<file path="config.mk">
export PLATFORM = sky130hd
export DESIGN_NAME = lsusb_rx
export DESIGN_NICKNAME = d
export VERILOG_FILES = /design/src/rtl/lsusb_rx_pkg.sv /design/src/rtl/lsusb_rx_sync.sv /design/src/rtl/lsusb_rx_dpath.sv /design/src/rtl/lsusb_rx_ctrl.sv /design/src/rtl/lsusb_rx.sv
export SDC_FILE = /design/constraint.sdc
export NUM_CORES = 1
export LEC_CHECK = 0
export ABC_CLOCK_PERIOD_IN_PS = 3100
export BUFFER_PORTS_ARGS = -buffer_cell sky130_fd_sc_hd__buf_2
export CAP_MARGIN = 20
export CELL_PAD_IN_SITES_DETAIL_PLACEMENT = 0
export CELL_PAD_IN_SITES_GLOBAL_PLACEMENT = 2
export CORE_MARGIN = 5
export CORE_UTILIZATION = 35
export CTS_BUF_LIST = sky130_fd_sc_hd__clkbuf_8 sky130_fd_sc_hd__clkbuf_16
export DETAILED_ROUTE_END_ITERATION = 10
export PLACE_DENSITY = 0.82
export REMOVE_ABC_BUFFERS = 1
export SYNTH_ARGS = -nofsm -noshare
export SYNTH_HDL_FRONTEND = slang
export SYNTH_HIERARCHICAL = 1
export SYNTH_SLANG_ARGS = --single-unit
</file>
<file path="constraint.sdc">
create_clock -name clk -period 3.1 [get_ports clk]
set_clock_uncertainty 0.15 [all_clocks]
set_input_delay 0.155 -clock clk [delete_from_list [all_inputs] [get_ports clk]]
set_output_delay 0.155 -clock clk [all_outputs]
set_load 0.03 [all_outputs]
</file>
<file path="src/rtl/lsusb_rx_pkg.sv">
package lsusb_rx_pkg;

  // Line symbol as {dp, dm}
  typedef enum logic [1:0] {
    SYM_SE0 = 2'b00,
    SYM_J   = 2'b01,
    SYM_K   = 2'b10,
    SYM_SE1 = 2'b11
  } lineSym_e;

  // Decoded 1 bits after which a stuffed bit follows
  localparam int STUFF_RUN = 6;

  typedef enum logic [2:0] {
    ST_IDLE,
    ST_SYNC,
    ST_RECV,
    ST_DRAIN_SE0,
    ST_DRAIN_J
  } rxState_e;

  // Strobes from control to datapath
  typedef struct packed {
    logic beginRx;
    logic takeBit;
    logic endPkt;
    logic flagErr;
  } rxCtl_t;

  // Status from datapath to control
  typedef struct packed {
    logic sampleTick;
    logic jkEdge;
    logic timedOut;
    logic slotZero;
    logic byteWillComplete;
    logic bufFull;
  } rxStat_t;

endpackage

</file>
<file path="src/rtl/lsusb_rx_sync.sv">
module lsusb_rx_sync #(
  parameter int WIDTH = 2,
  parameter int STAGES = 2,
  parameter logic [WIDTH-1:0] RST_VAL = '0
) (
  input  logic             clk,
  input  logic             rstN,
  input  logic [WIDTH-1:0] d,
  output logic [WIDTH-1:0] q
);
  localparam int CHAIN_W = WIDTH * STAGES;

  logic [CHAIN_W-1:0] chain;

  always_ff @(posedge clk or negedge rstN) begin
    if (!rstN) chain <= {STAGES{RST_VAL}};
    else       chain <= {chain[CHAIN_W-WIDTH-1:0], d};
  end

  assign q = chain[CHAIN_W-1 -: WIDTH];
endmodule

</file>
<file path="src/rtl/lsusb_rx_dpath.sv">
module lsusb_rx_dpath
  import lsusb_rx_pkg::*;
#(
  parameter int CLKS_PER_BIT = 10,
  parameter int BUF_DEPTH = 8,
  parameter int SYNC_LIMIT = 15,
  parameter int SYNC_STAGES = 2,
  parameter int ADDR_W = 3,
  parameter int CNT_W = 4
) (
  input  logic              clk,
  input  logic              rstN,
  input  logic              dpIn,
  input  logic              dmIn,
  input  rxCtl_t            ctl,
  output rxStat_t           stat,
  output lineSym_e          symNow,
  output logic              bufWrEn,
  output logic [ADDR_W-1:0] bufWrAddr,
  output logic [7:0]        bufWrData,
  output logic              pktDone,
  output logic [CNT_W-1:0]  pktLen,
  output logic              rxErr
);
  localparam int PH_W = $clog2(CLKS_PER_BIT);
  localparam logic [PH_W-1:0] PH_LAST = PH_W'(CLKS_PER_BIT - 1);
  localparam logic [PH_W-1:0] SAMPLE_AT = PH_W'(CLKS_PER_BIT / 2 - 1);
  localparam int STILL_W = $clog2(SYNC_LIMIT + 1);
  localparam logic [STILL_W-1:0] STILL_MAX = STILL_W'(SYNC_LIMIT);

  logic [1:0] lineS;
  lineSym_e symPrev;
  logic edgeSeen;
  logic [PH_W-1:0] phase;
  logic [STILL_W-1:0] stillCnt;

  lsusb_rx_sync #(.WIDTH(2), .STAGES(SYNC_STAGES), .RST_VAL(2'b01)) sync_i (
    .clk(clk), .rstN(rstN), .d({dpIn, dmIn}), .q(lineS)
  );

  assign symNow = lineSym_e'(lineS);
  assign edgeSeen = (symNow != symPrev);

  // Bit timing: phase restarts on every transition
  always_ff @(posedge clk or negedge rstN) begin
    if (!rstN) begin
      symPrev  <= SYM_J;
      phase    <= '0;
      stillCnt <= '0;
    end else begin
      symPrev <= symNow;
      if (edgeSeen || phase == PH_LAST) phase <= '0;
      else                              phase <= phase + 1'b1;
      if (edgeSeen)                   stillCnt <= '0;
      else if (stillCnt != STILL_MAX) stillCnt <= stillCnt + 1'b1;
    end
  end

  // Decode state
  logic lvl, prevLvl, rawBit, isStuff, isSe0;
  logic [2:0] onesRun;
  logic [2:0] bitIdx;
  logic [7:0] shiftReg;
  logic [CNT_W-1:0] byteCnt;

  assign lvl     = lineS[0];
  assign rawBit  = (lvl == prevLvl);
  assign isStuff = (onesRun == 3'(STUFF_RUN));
  assign isSe0   = (symNow == SYM_SE0);

  always_comb begin
    stat.sampleTick       = !edgeSeen && (phase == SAMPLE_AT);
    stat.jkEdge           = (symPrev == SYM_J) && (symNow == SYM_K);
    stat.timedOut         = (stillCnt == STILL_MAX);
    stat.slotZero         = (bitIdx == 3'd0);
    stat.byteWillComplete = !isSe0 && !isStuff && (bitIdx == 3'd7);
    stat.bufFull          = (byteCnt == CNT_W'(BUF_DEPTH));
  end

  always_ff @(posedge clk or negedge rstN) begin
    if (!rstN) begin
      prevLvl   <= 1'b0;
      onesRun   <= '0;
      bitIdx    <= '0;
      shiftReg  <= '0;
      byteCnt   <= '0;
      bufWrEn   <= 1'b0;
      bufWrAddr <= '0;
      bufWrData <= '0;
      pktDone   <= 1'b0;
      pktLen    <= '0;
      rxErr     <= 1'b0;
    end else begin
      bufWrEn <= 1'b0;
      pktDone <= 1'b0;
      rxErr   <= ctl.flagErr;
      if (ctl.beginRx) begin
        prevLvl <= 1'b0;
        onesRun <= 3'd1;
        bitIdx  <= '0;
        byteCnt <= '0;
      end
      if (ctl.takeBit) begin
        if (isSe0) begin
          // dribble slot: fills the slot, history untouched
          shiftReg <= {1'b0, shiftReg[7:1]};
          bitIdx   <= bitIdx + 1'b1;
        end else begin
          prevLvl <= lvl;
          if (isStuff) begin
            onesRun <= '0;
          end else begin
            onesRun  <= rawBit ? onesRun + 1'b1 : 3'd0;
            shiftReg <= {rawBit, shiftReg[7:1]};
            bitIdx   <= bitIdx + 1'b1;
            if (bitIdx == 3'd7) begin
              bufWrEn   <= 1'b1;
              bufWrData <= {rawBit, shiftReg[7:1]};
              bufWrAddr <= byteCnt[ADDR_W-1:0];
              byteCnt   <= byteCnt + 1'b1;
            end
          end
        end
      end
      if (ctl.endPkt) begin
        pktDone <= 1'b1;
        pktLen  <= byteCnt;
      end
    end
  end
endmodule

</file>
<file path="src/rtl/lsusb_rx_ctrl.sv">
module lsusb_rx_ctrl
  import lsusb_rx_pkg::*;
(
  input  logic     clk,
  input  logic     rstN,
  input  rxStat_t  stat,
  input  lineSym_e symNow,
  output rxCtl_t   ctl
);
  rxState_e state, stateNxt;
  logic lastK, lastKNxt;

  always_comb begin
    stateNxt = state;
    lastKNxt = lastK;
    ctl      = '0;
    case (state)
      ST_IDLE: begin
        if (stat.jkEdge) begin
          stateNxt = ST_SYNC;
          lastKNxt = 1'b0;
        end
      end
      ST_SYNC: begin
        if (stat.timedOut && symNow != SYM_K) begin
          ctl.flagErr = 1'b1;
          stateNxt    = ST_IDLE;
        end else if (stat.sampleTick) begin
          if (symNow == SYM_K) begin
            if (lastK) begin
              ctl.beginRx = 1'b1;
              stateNxt    = ST_RECV;
            end
            lastKNxt = 1'b1;
          end else begin
            lastKNxt = 1'b0;
          end
        end
      end
      ST_RECV: begin
        if (stat.sampleTick) begin
          if (symNow == SYM_SE0 && !stat.slotZero) begin
            ctl.endPkt = 1'b1;
            stateNxt   = ST_IDLE;
          end else if (stat.byteWillComplete && stat.bufFull) begin
            ctl.flagErr = 1'b1;
            stateNxt    = ST_DRAIN_SE0;
          end else begin
            ctl.takeBit = 1'b1;
          end
        end
      end
      ST_DRAIN_SE0: if (symNow == SYM_SE0) stateNxt = ST_DRAIN_J;
      ST_DRAIN_J:   if (symNow == SYM_J)   stateNxt = ST_IDLE;
      default:      stateNxt = ST_IDLE;
    endcase
  end

  always_ff @(posedge clk or negedge rstN) begin
    if (!rstN) begin
      state <= ST_IDLE;
      lastK <= 1'b0;
    end else begin
      state <= stateNxt;
      lastK <= lastKNxt;
    end
  end
endmodule

</file>
<file path="src/rtl/lsusb_rx.sv">
module lsusb_rx
  import lsusb_rx_pkg::*;
#(
  parameter int CLKS_PER_BIT = 10,
  parameter int BUF_DEPTH = 8,
  parameter int SYNC_LIMIT = 15,
  parameter int SYNC_STAGES = 2,
  localparam int ADDR_W = (BUF_DEPTH > 1) ? $clog2(BUF_DEPTH) : 1,
  localparam int CNT_W = $clog2(BUF_DEPTH + 1)
) (
  input  logic              clk,
  input  logic              rstN,
  input  logic              usbDp,
  input  logic              usbDm,
  output logic              bufWrEn,
  output logic [ADDR_W-1:0] bufWrAddr,
  output logic [7:0]        bufWrData,
  output logic              pktDone,
  output logic [CNT_W-1:0]  pktLen,
  output logic              rxErr
);
  rxCtl_t   ctl;
  rxStat_t  stat;
  lineSym_e symNow;

  lsusb_rx_dpath #(
    .CLKS_PER_BIT(CLKS_PER_BIT), .BUF_DEPTH(BUF_DEPTH), .SYNC_LIMIT(SYNC_LIMIT),
    .SYNC_STAGES(SYNC_STAGES), .ADDR_W(ADDR_W), .CNT_W(CNT_W)
  ) dpath_i (
    .clk(clk), .rstN(rstN), .dpIn(usbDp), .dmIn(usbDm), .ctl(ctl), .stat(stat),
    .symNow(symNow), .bufWrEn(bufWrEn), .bufWrAddr(bufWrAddr), .bufWrData(bufWrData),
    .pktDone(pktDone), .pktLen(pktLen), .rxErr(rxErr)
  );

  lsusb_rx_ctrl ctrl_i (
    .clk(clk), .rstN(rstN), .stat(stat), .symNow(symNow), .ctl(ctl)
  );
endmodule

</file>
# Yosys cells after proc, flatten, opt, wreduce, memory -nomap -nowiden

Index checks and enable logic that the tools add are counted.

Register bits after elaboration: 55
Latch bits: 0
RAM bits: 0
Bits in read-only memories: 0
Input port bits: 4
Logic and storage cells: 130
Memories kept: 0

$add $sub $neg: 5
Multiply operators: 0
Div/mod/pow operators: 0
Order comparisons: 0
Equal/unequal tests: 28
Shift operators: 0
Mux-type cells: 57
Bitwise logic cells: 2
Reduce and logical (&&, ||, !) cells: 21

Operators by type and width:

| kind                  | number |
|---|---|
| $mux W3               | 20 |
| $mux W4               | 8 |
| $mux W1               | 23 |
| $mux W8               | 2 |
| $pmux W3 S5           | 1 |
| $add A4 B1 Y4 const B | 3 |
| $eq A4 B4 Y1 const B  | 3 |
| $ne A3 B1 Y1 const B  | 4 |
| $eq A3 B3 Y1 const B  | 3 |
| $ne A2 B1 Y1 const B  | 4 |
| $ne A2 B2 Y1 const B  | 4 |
| $reduce_and A4 Y1     | 2 |
| $reduce_and A8 Y1     | 1 |
| $logic_and A1 B1 Y1   | 7 |
| $add A3 B1 Y3 const B | 2 |
| $eq A3 B2 Y1 const B  | 2 |
| $logic_not A3 Y1      | 2 |
| $eq A2 B1 Y1 const B  | 2 |
| $eq A4 B3 Y1 const B  | 1 |
| $logic_not A1 Y1      | 4 |
| $ne A4 B4 Y1 const B  | 1 |
| $pmux W1 S2           | 2 |
| $reduce_bool A2 Y1    | 2 |
| $eq A3 B1 Y1 const B  | 1 |
| other kinds (8)       | 9 |

# Depth between registers and ports, before layout

Depth after elaboration: 11
Gate-level depth with buffers: 11
Mapped depth without buffers: 11

# Modules after synthesis

The synthesis kept the hierarchy.

Modules (own cells, without submodules):

| module         | instances | cells an instance | area an instance (µm²) |
|---|---|---|---|
| lsusb_rx_dpath | 1         | 168               | 2103.3 |
| lsusb_rx_ctrl  | 1         | 42                | 385.4 |
| lsusb_rx_sync  | 1         | 6                 | 117.6 |

# Least setup slack after synthesis

No wires, ideal clock.

Path type: register -> register
Start point: register dpath_i.sync_i.chain[2]
End point: register dpath_i.bufWrAddr[0]
Library setup time: 0.128 ns
Data arrival time: 2.687 ns
Slack: 0.136 ns
Stages on the path, launching flop included: 12
Path buffers: 3
Cells stage by stage: dfstp_2 buf_4 buf_6 xnor2_1 nand2_1 nor3_1 nand2_1 a21oi_1 o21a_1 nand3_2 buf_6 mux2_1

RTL lines:

| element                | RTL line              | text |
|---|---|---|
| from (decl)            | lsusb_rx_sync.sv:13   | `logic [CHAIN_W-1:0] chain;` |
| from (signal assigned) | lsusb_rx_sync.sv:16   | `if (!rstN) chain <= {STAGES{RST_VAL}};` |
| from (signal assigned) | lsusb_rx_sync.sv:17   | `else chain <= {chain[CHAIN_W-WIDTH-1:0], d};` |
| to (signal assigned)   | lsusb_rx_dpath.sv:119 | `bufWrAddr <= byteCnt[ADDR_W-1:0];` |
| to (decl)              | lsusb_rx_dpath.sv:19  | `output logic [ADDR_W-1:0] bufWrAddr,` |

==> flow_summary.yaml <==
timing:
  period_share: 0.900
  setup-tns-final_ps: 0
  tightestPinTransition_ps: 479
  slew_headroom: 0.681
  final-setup-viol-count: 0
  fmax_ghz: 0.359
  fin_ws_ps: 311
  rsz0062_at_grt: "no"
  maxSlewViolCount: 0
  fin_crit_ps: 2790
  finalHoldViolCount: 0
clock_network:
  htreeDepth: 2
  cts_tree: "built"
  clockRootBuffer: "clkbuf_8"
  clk_latency_ps: 300
  clkTransAtPathRegs_ps: 90
  postCtsSetupBuffers: 0
  clockBufferDepth: 2
  numCtsBuffers: 5
  clock-sinks: 54
hold_path:
  min_path_type: "primary input to asynchronous set/reset pin"
finish:
  area_delta_synth_final_pct: 14.0
  fill_cells: 704
  nets: 262
  drive_above_1_share: 0.290
  fin_area_um2: 2970
  diodes: 0
power:
  p_per_area_nw_per_um2: 507
  p_int_mw: 1.11
  clkPwrFrac: 0.303
  leakage_nw: 1.44
  switching_share: 0.262
  ir_worst_vdd_mv: 0.275
  power.share.combinational: 0.161
  power_mw: 1.50
  switchingPower_uw: 394
  seq_power_share: 0.536
worst_setup_path:
  worst_setup_path_start_kind: "flop"
  worstPathArrival_ps: 2820
  worstSetupEndpointType: "flop"
  cp_max_fo: 15
  cp.required_ps: 3130
  worstSetupPathType: "flop to flop"
  rr_worst_depth: 9
detailed_routing:
  wl_mm: 4.49
  wl_per_cell_um: 12.9
  via_per_inst: 4.84
  drc_errors: 0
  drt-pass1-iter-count: 4
  routed-via-count: 1680
  drt.antenna.violating_nets: 0
  drt_iter0_markers: 82
floorplanning:
  start_util: 0.359
  die_w_um: 96.3
  row_count: 31
  fp.coreArea_um2: 7250
  die-area_um2: 9270
  die_h_um: 96.3
  io_pins: 22
global_routing:
  grt.total_usage: 0.114
  grt_pass1_vias: 1791
  grt_pass1_wl_mm: 8.27
  grt_start_max_net_pins: 34
  antenna_found_initial: 0
  grt.overflow.total: 0
place:
  port_buffers: 21
  post-place-ws_ps: 294
  dp_hpwl_mm: 3.22
  finalWeightedCongestion: 0.874
  detailed_place.area_um2: 2830
yosys:
  synthFlopType: "dfrtp_1"
  synthArstFlopShare: 1.00
  avgSynthCellArea_um2: 12.1
  yosys_warnings: 6
  synth.distinct_cells: 54
  synth_edf_count: 0
  ys_ff_latch: 54
  syn_area_um2: 2610
  synthCells: 216
  seq_area_frac_synth: 0.520
job:
  cap_violations: 0
run_status:
  status: "finished, final reports clean"
[timing repair]
action,CTS,global route
endpoints found under the hold margin,21,0
resized for setup,0,0
hold buffers,3,0
[metal layers]
layer / GRT usage / wire (µm) / vias up
li1: - / - / 829
met1: 0.146 / 2090 / 832
met2: 0.186 / 2220 / 14
met3: 0.0274 / 122 / 5
met4: 0.0397 / 58 / 0
met5: 0 / 0 / -
[power by group through the flow]
stage / combinational [mW] / clock [mW] / sequential, mW
after floorplan: 0.203 / 0 / 0.801
after global placement: 0.244 / 0 / 0.821
after detailed placement: 0.242 / 0 / 0.819
after CTS: 0.246 / 0.478 / 0.806
after global routing: 0.277 / 0.520 / 0.815
final: 0.242 / 0.455 / 0.807
[cells in the mapped netlist, drive strengths merged (3+ instances only)]
master  number  area share
a21oi        5      0.0096
o21ai        6       0.016
nand3        4      0.0096
dfstp        3       0.030
nor3         8       0.017
buf          6       0.021
nor3b        3       0.011
mux2        24        0.11
dfrtp       51        0.49
nand2b       3      0.0072
nor2        12       0.017
a211oi       3       0.011
mux2i        4       0.015
nor2b        5       0.015
nand2       12       0.017
inv         15       0.022
xnor2        3       0.010
or3b         3       0.012
ha          11       0.053
a31oi        4      0.0096
o211ai       4       0.012
[cells by family (layout without fill, tap and decap cells)]
logic type      Yosys count  count (layout)  share of synthesized area
xor+xnor                  4               4                     0.0134
fa+ha+maj                11              11                     0.0528
compound gates           39              39                      0.120
buf+inv                  22              54                     0.0437
mux                      28              28                      0.120
flops                    54              54                      0.520
simple gates             58              58                      0.130
[state kept, by name (all words and copies together), names as in the netlist, 4 cells and up]
signal,flops
dpath_i/byteCnt,4
dpath_i/sync_i/chain,4
dpath_i/phase,4
dpath_i/stillCnt,4
dpath_i/pktLen,4
dpath_i/bufWrData,8
dpath_i/shiftReg,7
[critical path, cell delays in order, from the launching register on]
cell and delay [ps]:
dfstp_2 710, xnor2_1 150, nand2_1 200, nor3_1 300, nand2_1 130, a21oi_1 230
o21a_1 190, nand3_2 110, buf_4 180, mux2_1 310
[layout by cell type, fill, tap and decap left out, types with 2 or more instances in the layout]
cell | Yosys | layout
nand2b_1 | 3 | 3
ha_1 | 11 | 11
xnor2_1 | 3 | 3
nor3b_1 | 2 | 2
a21oi_1 | 5 | 5
o211ai_1 | 4 | 4
dfrtp_1 | 51 | 51
and3_1 | 2 | 2
buf_4 | 2 | 7
dfstp_2 | 3 | 3
a2111oi_2 | 2 | 2
o21ai_0 | 3 | 3
nand2_1 | 12 | 12
dlygate4sd3_1 | 0 | 3
nor2_1 | 12 | 12
or3b_4 | 2 | 2
mux2i_1 | 4 | 4
mux2_2 | 17 | 17
o21ai_1 | 2 | 2
a31oi_1 | 4 | 4
nand3_1 | 3 | 3
mux2_1 | 6 | 6
a211oi_1 | 2 | 2
clkbuf_8 | 0 | 5
nor2b_1 | 4 | 4
a31o_2 | 2 | 2
inv_1 | 15 | 16
a221o_1 | 2 | 2
nor3_1 | 7 | 7
o22ai_1 | 2 | 2
buf_2 | 1 | 21
and3b_1 | 2 | 2
[final cells by class]
cell class              count  area, µm²  area share
multi-input cells         140       1140       0.383
inverters                  15       56.3      0.0190
clock buffers               5       68.8      0.0232
repair buffers             31        188      0.0632
clock inverters             3       41.3      0.0139
flip-flops and latches     54       1360       0.456
well taps                  99        124      0.0417
[path summary, 6_finish.rpt]
path | start | end | slack (ps)
hold / removal | rstN | dpath_i/pktDone$_DFF_PN0_ | 200
max in group asynchronous | rstN | dpath_i/sync_i/chain[2]$_DFF_PN1_ | 1780
min in group clk | dpath_i/sync_i/chain[1]$_DFF_PN0_ | dpath_i/sync_i/chain[3]$_DFF_PN0_ | 210
setup / recovery | dpath_i/sync_i/chain[2]$_DFF_PN1_ | dpath_i/bufWrData[4]$_DFFE_PN0P_ | 310
setup reg to reg | dpath_i/sync_i/chain[2]$_DFF_PN1_ | dpath_i/bufWrData[4]$_DFFE_PN0P_ | 310
hold reg to reg | dpath_i/sync_i/chain[1]$_DFF_PN0_ | dpath_i/sync_i/chain[3]$_DFF_PN0_ | 210
[per-stage QoR]
step	instances	hold WS, ps	utilization
6_report	347	205	0.410
5_1_grt	347	211	0.410
4_1_cts	347	208	0.410
3_5_place_dp	336	-1.19	0.390
3_3_place_gp	336	3.20	0.390
2_1_floorplan	209	-291	-
No activity file was read; power rests on OpenSTA's default activity.
